**src/rtl/tile_pkg.sv**
```systemverilog
package tile_pkg;
  localparam int unsigned DIM_W     = 16;
  localparam int unsigned ADDR_W    = 32;
  localparam int unsigned TILE_LOG2 = 3;
  localparam int unsigned LAG       = 2;
  localparam int unsigned TILE      = 1 << TILE_LOG2;
  localparam int unsigned IDX_W     = 2 * TILE_LOG2;

  typedef struct packed {
    logic             valid;
    logic             last;
    logic [DIM_W-1:0] row;
    logic [DIM_W-1:0] col;
  } tile_pos_t;
endpackage

```
**src/rtl/tile_window_ctr.sv**
```systemverilog
module tile_window_ctr
  import tile_pkg::*;
(
  input  logic             clk_i,
  input  logic             rst_ni,
  input  logic             load_i,
  input  logic             adv_i,
  input  logic [DIM_W-1:0] width_i,
  input  logic [DIM_W-1:0] height_i,
  output tile_pos_t        pos_o
);
  logic [DIM_W-1:0] row_q, col_q;
  logic             valid_q;
  logic [DIM_W:0]   col_nx, row_nx;
  logic             row_end, col_end;

  assign col_nx  = {1'b0, col_q} + (DIM_W+1)'(TILE);
  assign row_nx  = {1'b0, row_q} + (DIM_W+1)'(TILE);
  assign row_end = (col_nx == {1'b0, width_i});
  assign col_end = (row_nx == {1'b0, height_i});

  always_ff @(posedge clk_i or negedge rst_ni) begin
    if (!rst_ni) begin
      row_q   <= '0;
      col_q   <= '0;
      valid_q <= 1'b0;
    end else if (load_i) begin
      row_q   <= '0;
      col_q   <= '0;
      valid_q <= 1'b1;
    end else if (adv_i && valid_q) begin
      if (row_end && col_end) begin
        valid_q <= 1'b0;              // drain: hold origin, stop reading
      end else if (row_end) begin
        col_q <= '0;
        row_q <= row_nx[DIM_W-1:0];
      end else begin
        col_q <= col_nx[DIM_W-1:0];
      end
    end
  end

  always_comb begin
    pos_o.valid = valid_q;
    pos_o.last  = row_end && col_end;
    pos_o.row   = row_q;
    pos_o.col   = col_q;
  end
endmodule

```
**src/rtl/tile_lag_pipe.sv**
```systemverilog
module tile_lag_pipe
  import tile_pkg::*;
#(
  parameter int unsigned DEPTH = LAG
) (
  input  logic      clk_i,
  input  logic      rst_ni,
  input  logic      clr_i,
  input  logic      adv_i,
  input  tile_pos_t pos_i,
  output tile_pos_t pos_o
);
  tile_pos_t stage_q [DEPTH];

  for (genvar s = 0; s < DEPTH; s++) begin : g_stage
    tile_pos_t src;
    if (s == 0) begin : g_head
      assign src = pos_i;
    end else begin : g_body
      assign src = stage_q[s-1];
    end
    always_ff @(posedge clk_i or negedge rst_ni) begin
      if (!rst_ni)     stage_q[s] <= '0;
      else if (clr_i)  stage_q[s] <= '0;
      else if (adv_i)  stage_q[s] <= src;
    end
  end

  assign pos_o = stage_q[DEPTH-1];
endmodule

```
**src/rtl/tile_addr_calc.sv**
```systemverilog
module tile_addr_calc
  import tile_pkg::*;
(
  input  logic [DIM_W-1:0]  row0_i,
  input  logic [DIM_W-1:0]  col0_i,
  input  logic [DIM_W-1:0]  width_i,
  input  logic [IDX_W-1:0]  idx_i,
  output logic [ADDR_W-1:0] addr_o
);
  logic [ADDR_W-1:0] row_abs, col_abs;

  assign row_abs = ADDR_W'(row0_i) + ADDR_W'(idx_i[IDX_W-1:TILE_LOG2]);
  assign col_abs = ADDR_W'(col0_i) + ADDR_W'(idx_i[TILE_LOG2-1:0]);
  assign addr_o  = row_abs * ADDR_W'(width_i) + col_abs;
endmodule

```
**src/rtl/tile_addr_gen.sv**
```systemverilog
module tile_addr_gen
  import tile_pkg::*;
(
  input  logic              clk_i,
  input  logic              rst_ni,
  input  logic              cfg_load_i,
  input  logic [DIM_W-1:0]  cfg_width_i,
  input  logic [DIM_W-1:0]  cfg_height_i,
  input  logic [IDX_W-1:0]  elem_idx_i,
  input  logic              tile_adv_i,
  output logic [ADDR_W-1:0] src_addr_o,
  output logic              src_en_o,
  output logic [ADDR_W-1:0] dst_addr_o,
  output logic              dst_en_o,
  output logic              last_read_o,
  output logic              last_write_o,
  output logic              done_o
);
  logic [DIM_W-1:0] width_q, height_q;
  logic             done_q;
  logic             adv;
  tile_pos_t        rd_pos, wr_pos;

  always_ff @(posedge clk_i or negedge rst_ni) begin
    if (!rst_ni) begin
      width_q  <= '0;
      height_q <= '0;
      done_q   <= 1'b0;
    end else if (cfg_load_i) begin
      width_q  <= cfg_width_i;
      height_q <= cfg_height_i;
      done_q   <= 1'b0;
    end else if (adv && wr_pos.valid && wr_pos.last) begin
      done_q   <= 1'b1;
    end
  end

  // advances are ignored while loading and after the last store
  assign adv = tile_adv_i && !cfg_load_i && !done_q;

  tile_window_ctr i_win (
    .clk_i    (clk_i),
    .rst_ni   (rst_ni),
    .load_i   (cfg_load_i),
    .adv_i    (adv),
    .width_i  (width_q),
    .height_i (height_q),
    .pos_o    (rd_pos)
  );

  tile_lag_pipe #(.DEPTH(LAG)) i_lag (
    .clk_i  (clk_i),
    .rst_ni (rst_ni),
    .clr_i  (cfg_load_i),
    .adv_i  (adv),
    .pos_i  (rd_pos),
    .pos_o  (wr_pos)
  );

  tile_addr_calc i_src_calc (
    .row0_i  (rd_pos.row),
    .col0_i  (rd_pos.col),
    .width_i (width_q),
    .idx_i   (elem_idx_i),
    .addr_o  (src_addr_o)
  );

  tile_addr_calc i_dst_calc (
    .row0_i  (wr_pos.row),
    .col0_i  (wr_pos.col),
    .width_i (width_q),
    .idx_i   (elem_idx_i),
    .addr_o  (dst_addr_o)
  );

  assign src_en_o     = rd_pos.valid;
  assign dst_en_o     = wr_pos.valid;
  assign last_read_o  = rd_pos.valid && rd_pos.last;
  assign last_write_o = wr_pos.valid && wr_pos.last;
  assign done_o       = done_q;
endmodule

```
**config.mk**
```make
export PLATFORM = sky130hd
export DESIGN_NAME = tile_addr_gen
export DESIGN_NICKNAME = d
export VERILOG_FILES = /design/src/rtl/tile_pkg.sv /design/src/rtl/tile_window_ctr.sv /design/src/rtl/tile_lag_pipe.sv /design/src/rtl/tile_addr_calc.sv /design/src/rtl/tile_addr_gen.sv
export SDC_FILE = /design/constraint.sdc
export NUM_CORES = 2
export LEC_CHECK = 0
export CAP_MARGIN = 20
export CORE_MARGIN = 2
export CORE_UTILIZATION = 50
export DETAILED_ROUTE_END_ITERATION = 10
export DONT_BUFFER_PORTS = 1
export SYNTH_ARGS = -nofsm -noshare
export SYNTH_HDL_FRONTEND = slang
export SYNTH_HIERARCHICAL = 1
export SYNTH_SLANG_ARGS = --single-unit
```
**constraint.sdc**
```tcl
create_clock -name clk_i -period 10.75 [get_ports clk_i]
set_input_delay 1.075 -clock clk_i [delete_from_list [all_inputs] [get_ports clk_i]]
set_output_delay 1.075 -clock clk_i [all_outputs]
set_load 0.05 [all_outputs]
```
Word-level counts from Yosys, hierarchy flattened:

Index checks and enable logic that the tools add are counted.

* register bits: 134
* bits of input ports: 42
* output and inout bits: 69
* word-level logic and storage cells: 62

* add/sub/neg operators: 8
* multiply operators: 2
* equality and inequality tests: 3
* muxes and demuxes: 17
* reductions and logical operators: 18

Operator list (number)
* two-way mux 34 bit: 4
* two-way mux 16 bit: 8
* adder 16 x 3 -> 17 bit: 4
* adder 32 bit: 2
* multiplier 32 x 16 -> 32 bit: 2
* adder 16 x 4 -> 17 bit, second input constant: 2
* equality test 17 x 16 -> 1 bit: 2
* nonzero test 2 bit: 5
* logical AND 1 bit: 8
* two-way mux 1 bit: 5
* AND reduction 2 bit: 2
* AND reduction 3 bit: 1
* zero test 1 bit: 2
* != test 2 bit, second input constant: 1

Logic depth before layout (Yosys ltp):

* depth in word-level cells: 7
* mapped depth: 32
* mapped depth without buffers: 29

By module:

Netlist, hierarchy kept.

By module, submodules not included
* tile_addr_calc at i_src_calc: times used 1, cells an instance 1166, area an instance 10181.0 um^2, seq. area each 0.0 um^2
* tile_addr_calc at i_dst_calc: times used 1, cells an instance 1175, area an instance 10094.7 um^2, seq. area each 0.0 um^2
* tile_lag_pipe: times used 1, cells an instance 220, area an instance 2765.2 um^2, seq. area each 1701.6 um^2
* tile_window_ctr: times used 1, cells an instance 290, area an instance 2458.6 um^2, seq. area each 675.6 um^2
* tile_addr_gen: times used 1, cells an instance 74, area an instance 1392.6 um^2, seq. area each 825.8 um^2

Worst setup path before layout:

No wires, ideal clock.

* kind: input port to output port
* start point: input port elem_idx_i[3]
* end point: output port dst_addr_o[31]
* arrival time: 8.309 ns
* required time: 9.675 ns
* path slack: 1.366 ns
* cell stages on the path: 29
* buffers on the path: 1
* cell sequence: ha_1 -> inv_1 -> fa_1 -> inv_1 -> a21o_1 -> nand4_1 -> xnor2_1 -> clkbuf_1 -> nand2_1 -> fa_1 -> inv_1 -> fa_1 -> inv_1 -> fa_1 -> inv_1 -> fa_1 -> fa_1 -> inv_1 -> fa_1 -> inv_1 -> ha_1 -> and4_1 -> nand2_1 -> a211oi_1 -> o2111ai_2 -> a311o_1 -> nand3_1 -> a31oi_1 -> xnor2_1

* cells in the longest elaborated chain, start to end: 3

Ends and longest elaborated chain
* start: declaration: line tile_addr_gen.sv:9 `input logic [IDX_W-1:0] elem_idx_i,`
* adder 16 x 3 -> 17 bit: line tile_addr_calc.sv:12 `assign row_abs = ADDR_W'(row0_i) + ADDR_W'(idx_i[IDX_W-1:TILE_LOG2]);`
* multiplier 32 x 16 -> 32 bit: line tile_addr_calc.sv:14 `assign addr_o = row_abs * ADDR_W'(width_i) + col_abs;`
* adder 32 bit: line tile_addr_calc.sv:14
* end: declaration: line tile_addr_gen.sv:13 `output logic [ADDR_W-1:0] dst_addr_o,`

No other way between the ends.

Final worst setup path:

Ends and elaborated chain as after synthesis.

==> flow_summary.json <==
{
  "status": "finished, final reports clean",
  "place_congestion": 0.849,
  "holdWs_ns": 0.324,
  "wl_per_cell_microns": 17.6,
  "cellPowerDensity_nw_per_um2": 105,
  "internal_power_mw": 1.36,
  "drive_gt1_share_pct": 6.99,
  "dr.pass1.iters": 5,
  "first_iter_violations": 1078,
  "hold_path.class": "in -> async",
  "synth_top_area_share_pct": 33.6,
  "slew_violations": 0,
  "synth_xor_area_share_pct": 4.80,
  "synth_common_cells": "inv_1 (579), fa_1 (452), nand2_1 (301)",
  "rsz0062_at_grt": "no",
  "share_seq_of_total_power_pct": 18.2,
  "clkPwrFrac_pct": 19.9,
  "clock-sinks": 128,
  "port_buffers": 0,
  "ys_types": 95,
  "cts_max_path_buffers": 2,
  "synth_area_leaders": "fa_1 (34%), dfrtp_1 (12%), ha_1 (10%)",
  "arrival_ns": 8.49,
  "tns_ns": 0,
  "syn_area_sq_um": 26900,
  "ys.flop_type": "dfrtp_1",
  "worst_setup_path_end_kind": "output port",
  "start_kind": "primary input",
  "ys_warn_count": 6,
  "cts_resized": 0,
  "critPathKind": "in -> out",
  "ys_seq_area_share_pct": 11.9,
  "drv_cap": 0,
  "tightest_slew_ns": 1.11,
  "via_count": 19500,
  "synth_top_area_cell": "fa_1",
  "switchingPower_mw": 1.61,
  "synth_simple_gate_area_share_pct": 17.7,
  "detailed_place_hpwl_mm": 48.7,
  "p_sw_share_pct": 54.2,
  "syn_avg_cell_area_sq_um": 9.19,
  "fin_skew_ns": 0.0191,
  "final_core_util_pct": 53.4,
  "grt_pass1_wl_mm": 107,
  "critical_path_required_ns": 9.68,
  "total_power_mw": 2.96,
  "antenna_found_initial": 3,
  "fp.coreArea_sq_um": 52900,
  "final-setup-viol-count": 0,
  "cp_max_fo": 8,
  "cts_max_level": 4,
  "syn_inst": 2925,
  "drc_errors": 0,
  "die_area_sq_um": 55700,
  "p_comb_share_pct": 62.0,
  "fin_crit_ns": 9.57,
  "cts_tree": "built",
  "grt_max_degree": 129,
  "fin_nets": 3607,
  "overflow": 0,
  "synth_most_common_cell": "inv_1",
  "synth_top_family_by_area": "adder cells",
  "synthArstFlopShare_pct": 100,
  "muxShareOfSynthArea_pct": 4.41,
  "holdBufCountCts": 0,
  "die_w_microns": 236,
  "final-hold-violation-count": 0,
  "cts_buffers": 17,
  "synth_edf_count": 0,
  "clock_latency_ns": 0.44,
  "cts_setup_buffers": 0,
  "fmax_ghz": 0.105,
  "detail-route-antenna-nets": 0,
  "grt_pass1_vias": 21100,
  "clk_pin_slew_ns": 0.07,
  "cts_root_buf": "clkbuf_16",
  "synth_seq_cells": 128,
  "p_leak_nw": 14.6,
  "routed_via_density": 5.43,
  "grtUsageTotal_pct": 23.9,
  "synth_adder_area_share_pct": 43.9,
  "area_growth_pct": 5.05,
  "routed_wirelength_mm": 63.4,
  "die_y_microns": 236,
  "post-route-period-util_pct": 89.0,
  "peakVddDrop_v": 0.000140,
  "rows": 84,
  "ios": 111,
  "synth_compound_area_share_pct": 6.58,
  "start_util_pct": 50.9,
  "slew_headroom_pct": 25.2
}
[stage by stage]
stage	area (sq um)	std cells	setup slack [ns]
2_1_floorplan	26900	2930	1.37
3_3_place_gp	27700	3562	1.29
3_5_place_dp	27700	3562	1.17
4_1_cts	28200	3594	1.15
5_1_grt	28200	3596	0.692
6_report	28200	3596	1.18
[power groups by stage]
| stage | clock network [mW] | registers (mW) | logic, mW |
|---|---|---|---|
| after floorplan | 0 | 0.525 | 1.54 |
| after global placement | 0 | 0.545 | 1.82 |
| after detailed placement | 0 | 0.546 | 1.85 |
| after CTS | 0.601 | 0.537 | 1.86 |
| after global routing | 0.619 | 0.541 | 2.04 |
| final | 0.588 | 0.538 | 1.84 |
[final timing paths]
| check | from | end | slack, ns | cells after the start |
|---|---|---|---|---|
| max | elem_idx_i[3] | dst_addr_o[31] | 1.18 | 28 |
| min | rst_ni | height_q[6] | 0.32 | 0 |
| max reg2reg | i_win/row_q[3] | i_win/col_q[7] | 6.84 | 8 |
| min reg2reg | width_q[15] | width_q[15] | 0.52 | 1 |
| max in group asynchronous | rst_ni | i_lag/g_stage[1].src[32] | 10.15 | 0 |
| min in group clk_i | width_q[15] | width_q[15] | 0.52 | 1 |
[flip-flops by register name, summed over array words and instances, names as in the netlist]
register,flops
i_lag/g_stage.src,34
i_lag/pos_o,34
height_q,16
width_q,16
i_win/col_q,13
i_win/row_q,13
done_o,1
i_win/valid_q,1
[routing by layer]
metal / global-route usage [%] / up-vias / wire length, microns
li1: - / 8940 / -
met5: 0 / - / 12
met4: 6.99 / 2 / 1940
met3: 3.79 / 104 / 3320
met1: 31.9 / 9975 / 27300
met2: 40.1 / 513 / 30800
[cells in the final DEF, fill, tap and decap left out, drive strengths merged, types with 6 or more instances in the layout]
master / instances
a211o: 8
a211oi: 6
a21o: 34
a21oi: 68
a31oi: 11
and2: 283
and3: 25
and4: 7
buf: 72
clkbuf: 17
conb: 6
dfrtp: 128
fa: 452
ha: 220
inv: 587
mux2: 32
mux2i: 72
nand2: 301
nand2b: 28
nand3: 50
nand4: 15
nor2: 122
nor2b: 26
nor3: 24
nor4: 7
o211ai: 7
o21a: 10
o21ai: 45
o21bai: 6
or2: 7
or3: 21
xnor2: 91
xor2: 52
[final cells by class]
cell class,instances,area [sq um]
multi-input cells,2095,20900
flip-flops and latches,128,3200
repair buffers,72,541
fillers,4840,24600
clock inverters,15,166
clock buffers,17,425
diodes,2,5.00
inverters,579,2170
well taps,688,861
[kinds of logic (layout without fill, tap and decap cells)]
kind of cell	Yosys count	after routing
and+or+nand+nor	928	928
buffers and inverters	707	683
adders and majority gates	672	672
AOI/OAI and AO/OA	242	242
xor gates and xnor gates	143	143
DFF	128	128
muxes	104	104
other	1	8
[critical path, cell delays in order]
cell and delay (ns):
ha_1 0.15, inv_1 0.06, fa_1 0.39, inv_1 0.07
a21o_1 0.22, nand3_1 0.12, xnor2_1 0.55, and2_1 0.24
fa_1 0.41, inv_1 0.09, fa_1 0.42, fa_1 0.53
inv_1 0.05, fa_1 0.47, fa_1 0.54, inv_1 0.05
fa_1 0.53, inv_1 0.04, ha_1 0.37, a21o_1 0.21
a21o_1 0.17, a221o_1 0.40, o2111ai_2 0.36, a311o_1 0.27
nand3_1 0.08, a31oi_1 0.24, xnor2_1 0.16, buf_4 0.22
Power figures use the tool's default switching activity.
